<file path="config.mk">
export PLATFORM = sky130hd
export DESIGN_NAME = sio_irq_ctrl
export DESIGN_NICKNAME = d
export VERILOG_FILES = /design/src/rtl/sio_irq_pkg.sv /design/src/rtl/sio_edge_det.sv /design/src/rtl/sio_flag_bank.sv /design/src/rtl/sio_ctrl_reg.sv /design/src/rtl/sio_irq_ctrl.sv
export SDC_FILE = /design/constraint.sdc
export NUM_CORES = 1
export LEC_CHECK = 0
export BUFFER_PORTS_ARGS = -buffer_cell sky130_fd_sc_hd__buf_2
export CAP_MARGIN = 20
export CORE_ASPECT_RATIO = 0.6
export CORE_MARGIN = 5
export CORE_UTILIZATION = 51
export CTS_BUF_LIST = sky130_fd_sc_hd__clkbuf_2 sky130_fd_sc_hd__clkbuf_4 sky130_fd_sc_hd__clkbuf_8
export CTS_CLUSTER_SIZE = 28
export DETAILED_ROUTE_END_ITERATION = 6
export GPL_TIMING_DRIVEN = 0
export PLACE_DENSITY = 0.85
export SLEW_MARGIN = 20
export SYNTH_ARGS = -nofsm -noshare
export SYNTH_HDL_FRONTEND = slang
export SYNTH_SLANG_ARGS = --single-unit
export TNS_END_PERCENT = 10
</file>
<file path="constraint.sdc">
create_clock -name clk -period 1.9 [get_ports clk]
set_input_delay 0.095 -clock clk [delete_from_list [all_inputs] [get_ports clk]]
set_output_delay 0.095 -clock clk [all_outputs]
set_load 0.01 [all_outputs]
</file>
<file path="src/rtl/sio_irq_pkg.sv">
package sio_irq_pkg;
  localparam int DATA_W  = 16;
  localparam int RCNT_W  = 5;
  localparam int EVT_N   = 4;   // status flags, bits 10:7
  localparam int CHG_N   = 6;
  localparam int CLAT_N  = 3;   // latched change bits 5,3,0

  typedef enum logic [1:0] {
    A_CTRL = 2'd0,
    A_STAT = 2'd1,
    A_CHG  = 2'd2,
    A_NONE = 2'd3
  } reg_sel_e;

  // control bit positions
  localparam int C_TXDMA = 15;
  localparam int C_RXDMA = 14;
  localparam int C_TIE   = 13;
  localparam int C_RIE   = 12;
  localparam int C_SPIE  = 11;
  localparam logic [DATA_W-1:0] CTRL_WMASK = 16'hF83F;

  // status flag base; flag index 0..3 = rdis, tdis, tout, eri
  localparam int S_EVT_LO = 7;
  localparam int S_SUM    = 6;

  function automatic logic chg_summary(input logic [CHG_N-1:0] chg,
                                       input logic [CHG_N-1:0] mask);
    return |(chg & mask);
  endfunction

  function automatic logic irq_combine(input logic [DATA_W-1:0] ctrl,
                                       input logic [EVT_N-1:0] evt,
                                       input logic sum);
    return (evt[1] & ctrl[C_TIE]) |
           ((evt[0] | evt[2]) & ctrl[C_RIE]) |
           (evt[3] & ctrl[C_SPIE]) |
           sum;
  endfunction
endpackage

</file>
<file path="src/rtl/sio_edge_det.sv">
module sio_edge_det #(
  parameter int W = 1,
  parameter logic [W-1:0] ANY_EDGE = '0
) (
  input  logic         clk,
  input  logic         rst_n,
  input  logic [W-1:0] src,
  output logic [W-1:0] pulse
);
  logic [W-1:0] prev_q;

  always_ff @(posedge clk) begin
    if (!rst_n) prev_q <= '0;
    else        prev_q <= src;
  end

  for (genvar i = 0; i < W; i++) begin : g_bit
    if (ANY_EDGE[i]) begin : g_any
      assign pulse[i] = src[i] ^ prev_q[i];
    end else begin : g_rise
      assign pulse[i] = src[i] & ~prev_q[i];
    end
  end
endmodule

</file>
<file path="src/rtl/sio_flag_bank.sv">
module sio_flag_bank #(
  parameter int W = 4
) (
  input  logic         clk,
  input  logic         rst_n,
  input  logic [W-1:0] set,
  input  logic         wr,
  input  logic [W-1:0] keep,
  output logic [W-1:0] q
);
  logic [W-1:0] hold;

  assign hold = wr ? keep : '1;

  always_ff @(posedge clk) begin
    if (!rst_n) q <= '0;
    else        q <= set | (q & hold);
  end
endmodule

</file>
<file path="src/rtl/sio_ctrl_reg.sv">
module sio_ctrl_reg #(
  parameter int W = 16,
  parameter logic [W-1:0] WMASK = '1
) (
  input  logic         clk,
  input  logic         rst_n,
  input  logic         wr,
  input  logic [W-1:0] d,
  output logic [W-1:0] q
);
  always_ff @(posedge clk) begin
    if (!rst_n)  q <= '0;
    else if (wr) q <= d & WMASK;
  end
endmodule

</file>
<file path="src/rtl/sio_irq_ctrl.sv">
module sio_irq_ctrl
  import sio_irq_pkg::*;
(
  input  logic              clk,
  input  logic              rst_n,
  input  logic              wr_en,
  input  logic [1:0]        wr_addr,
  input  logic [DATA_W-1:0] wr_data,
  input  logic [1:0]        rd_addr,
  output logic [DATA_W-1:0] rd_data,
  input  logic              rx_lvl_hit,
  input  logic              tx_lvl_hit,
  input  logic              rx_tout_hit,
  input  logic              rx_brk_flag,
  input  logic              rx_fer_flag,
  input  logic              rx_per_flag,
  input  logic              rx_ovr_flag,
  input  logic              rx_empty,
  input  logic [RCNT_W-1:0] rx_count,
  input  logic              cts_active,
  input  logic              line_brk,
  input  logic              tx_ready,
  input  logic              tx_all_sent,
  output logic              irq
);
  logic [DATA_W-1:0] ctrl_q;
  logic [EVT_N-1:0]  evt_src, evt_set, evt_q;
  logic [CLAT_N-1:0] clat_src, chg_set, clat_q;
  logic [CHG_N-1:0]  chg_q;
  logic              err_any, stat_sum;
  logic              wr_ctrl, wr_stat, wr_chg;
  logic [DATA_W-1:0] stat_rd;

  assign wr_ctrl = wr_en && (wr_addr == A_CTRL);
  assign wr_stat = wr_en && (wr_addr == A_STAT);
  assign wr_chg  = wr_en && (wr_addr == A_CHG);

  sio_ctrl_reg #(.W(DATA_W), .WMASK(CTRL_WMASK)) u_ctrl (
    .clk(clk), .rst_n(rst_n), .wr(wr_ctrl), .d(wr_data), .q(ctrl_q)
  );

  // status events: index 0 rdis, 1 tdis, 2 tout, 3 eri
  assign err_any = rx_brk_flag | rx_fer_flag | rx_per_flag | rx_ovr_flag;
  assign evt_src = {err_any, rx_tout_hit, tx_lvl_hit, rx_lvl_hit};

  sio_edge_det #(.W(EVT_N), .ANY_EDGE('0)) u_evt_edge (
    .clk(clk), .rst_n(rst_n), .src(evt_src), .pulse(evt_set)
  );

  sio_flag_bank #(.W(EVT_N)) u_evt_flags (
    .clk(clk), .rst_n(rst_n), .set(evt_set), .wr(wr_stat),
    .keep(wr_data[S_EVT_LO +: EVT_N]), .q(evt_q)
  );

  // latched change bits: index 2 overrun, 1 break seen, 0 break change
  assign clat_src = {rx_ovr_flag, line_brk, line_brk};

  sio_edge_det #(.W(CLAT_N), .ANY_EDGE(3'b001)) u_chg_edge (
    .clk(clk), .rst_n(rst_n), .src(clat_src), .pulse(chg_set)
  );

  sio_flag_bank #(.W(CLAT_N)) u_chg_flags (
    .clk(clk), .rst_n(rst_n), .set(chg_set), .wr(wr_chg),
    .keep({wr_data[5], wr_data[3], wr_data[0]}), .q(clat_q)
  );

  assign chg_q = {clat_q[2], ~cts_active, clat_q[1], tx_ready, tx_all_sent, clat_q[0]};

  assign stat_sum = chg_summary(chg_q, ctrl_q[CHG_N-1:0]);

  assign stat_rd = {rx_brk_flag, rx_empty, rx_fer_flag, rx_per_flag, rx_ovr_flag,
                    evt_q, stat_sum, 1'b0, rx_count};

  always_comb begin
    unique case (rd_addr)
      A_CTRL:  rd_data = ctrl_q;
      A_STAT:  rd_data = stat_rd;
      A_CHG:   rd_data = {{(DATA_W-CHG_N){1'b0}}, chg_q};
      default: rd_data = '0;
    endcase
  end

  assign irq = irq_combine(ctrl_q, evt_q, stat_sum);
endmodule

</file>
==> results.txt <==
Status - complete, no violations
Static leakage - 0.709 nW
# placed instances - 208
DP HPWL - 2.47 mm
Syn nets - 164
EDFF count, synth - 0
Post-CTS Resized - 0
Avg Inst Size Synth - 9.58 µm²
Share of cells above drive strength 1 - 34.3%
DR vias - 1,079
Crit start category - flop
GRT overflow - 0
Max clock buf depth - 2
Top-area cell type share of the netlist area - 40.8%
Max Fclk - 625 MHz
Register area share after synthesis - 40.8%
Fin cells - 211
RSZ-0062 raised after global routing - no
DRC - 0
WL final - 3.04 mm
# rows - 13
Fin crit period - 1.60 ns
Root Buffer - clkbuf_8
Max Cap Violations - 0
Initial DRC Count - 25
Clk_lat worst skew - 0.26 ns
Skew final - 0.000686 ns
Vias in the first global route - 1,135
Critical R2R Launch - u_chg_edge.prev_q[1]$_SDFF_PN0_
DRT Pass-1 Iters - 4
Commonest register cell after synthesis - dfxtp_1
Worst Path Class, Setup - reg -> out
First-pass GRT wire length - 4.83 mm
Top-count cell post-synth - dfxtp_1
Final Max Slew Viols - 0
Yosys reg bits - 24
Arrival time worst endpoint - 1.50 ns
Crit-path max FO - 3
Worst rel slew slack - 71.7%
Synth area leaders - dfxtp_1, mux2i_1, nor2b_1
Ys async rst share - 0%
Synth area leader - dfxtp_1
Synthesized instance count - 123
Gr usage total - 19.0%
Final Cycle Share - 84.2%
Largest net degree at the start of global routing - 13
Post-place instance area - 1490 µm²
Reg clk slew, reported paths - 0.08 ns
Die height - 47.2 µm
HP Start - rx_lvl_hit
VDD IR max - 0.380 mV
Avg WL per Cell - 14.4 µm
Avg Vias per Cell - 5.11
Synth Warn # - 0
Hold buffers post-CTS - 0
Die area - 3400 µm²
Post-synth cell types - 24
# nets final - 224
Worst Path Required - 1.80 ns
Total power - 1.02 mW
Setup_tns - 0 ns
Cell Pwr Density - 668 nW/µm²
Worst setup startpoint - u_ctrl.q[2]$_SDFFE_PN0P_
Setup bufs post-CTS - 0
Initial antenna violation count - 0
Starting Density - 54.1%
H-tree depth - 1
Area delta synth->final - 30.0%
Num Clock Sinks - 24
Mapped Area - 1180 µm²
Core area - 2180 µm²
Endpoints failing setup - 0
Slew at the pin closest to its max-slew limit - 0.425 ns
Port Buffers - 55
Worst setup EP type - primary output
List of most frequent post-synthesis cells - dfxtp_1, mux2i_1, nor2b_1
CTS tree - done
# diodes - 0
Placer Congestion - 0.788
Hold crit path type - in -> reg
Fillers - 188
Cell area after layout - 1530 µm²
Final hold vios - 0
IO Pins - 57
Die width - 72.1 µm
TritonCTS buffer count - 3
Post-DRT Antenna Nets - 0
==> layout make-up <==
type,count,area (µm²),share of cell area [%]
buffer,5,30.0,1.96
clock buffer,3,41.3,2.69
inverter,2,7.51,0.490
multi-input combinational,92,661,43.1
sequential,24,480,31.3
tap,30,37.5,2.45
timing repair buffer,55,275,18.0
==> worst max-delay path: stages (launching register included) <==
cell	delay (ns)
dfxtp_1	0.33
a22o_1	0.23
a2111oi_2	0.41
nand3_1	0.11
buf_2	0.16
==> layer usage <==
metal	vias up	track usage (%)	routed length, µm
met5	-	0	0
met4	0	4.87	38
met3	7	7.26	230
met2	37	34.4	1450
met1	491	21.9	1330
li1	544	-	-
==> metrics by stage <==
stage | setup WS (ns) | utilization, % | hold slack, ns
finish | 0.300 | 70.3 | 0.0428
detailed placement | 0.577 | 68.4 | 0.321
global route | 0.221 | 70.3 | 0.0540
global placement | 0.591 | 68.4 | 0.313
floorplan | 0.768 | - | 0.217
CTS | 0.277 | 70.3 | 0.0387
==> path summary, 6_finish.rpt <==
kind / end / slack, ns / depth (start not counted)
setup / recovery: irq / 0.30 / 4
hold reg to reg: u_evt_flags.q[3]$_SDFF_PN0_ / 0.50 / 2
setup reg to reg: u_chg_flags.q[1]$_SDFF_PN0_ / 1.03 / 4
hold / removal: u_evt_edge.prev_q[0]$_SDFF_PN0_ / 0.04 / 2
==> cell families after synthesis <==
| group | after synthesis | share of synthesized area, % |
|---|---|---|
| AO/OA/AOI/OAI | 23 | 13.4 |
| adder cells (fa/ha/maj) | 1 | 1.06 |
| buffers and inverters | 7 | 3.19 |
| flip-flops | 24 | 40.8 |
| multiplexers | 22 | 18.7 |
| AND/OR/NAND/NOR | 46 | 22.9 |
==> power by group <==
| group | internal, mW | switching, mW |
|---|---|---|
| logic | 0.0955 | 0.0918 |
| clock network | 0.142 | 0.149 |
| registers | 0.530 | 0.0157 |
| total | 0.768 | 0.256 |
==> layout by cell type (no fill, tap or decap), drive strengths merged, types with 2 or more instances in the layout <==
cell type	n
a21boi	5
a22o	2
and2	9
buf	57
clkbuf	6
dfxtp	24
inv	2
mux2i	22
nand2	5
nand2b	5
nand3b	2
nor2	7
nor2b	15
o21ai	11
==> flip-flops by register name (all words and copies together) (netlist names) <==
signal / cells
u_evt_flags.q: 4
u_ctrl.q: 11
u_chg_edge.prev_q: 2
u_evt_edge.prev_q: 4
u_chg_flags.q: 3
(Power assumes the default switching activity.)
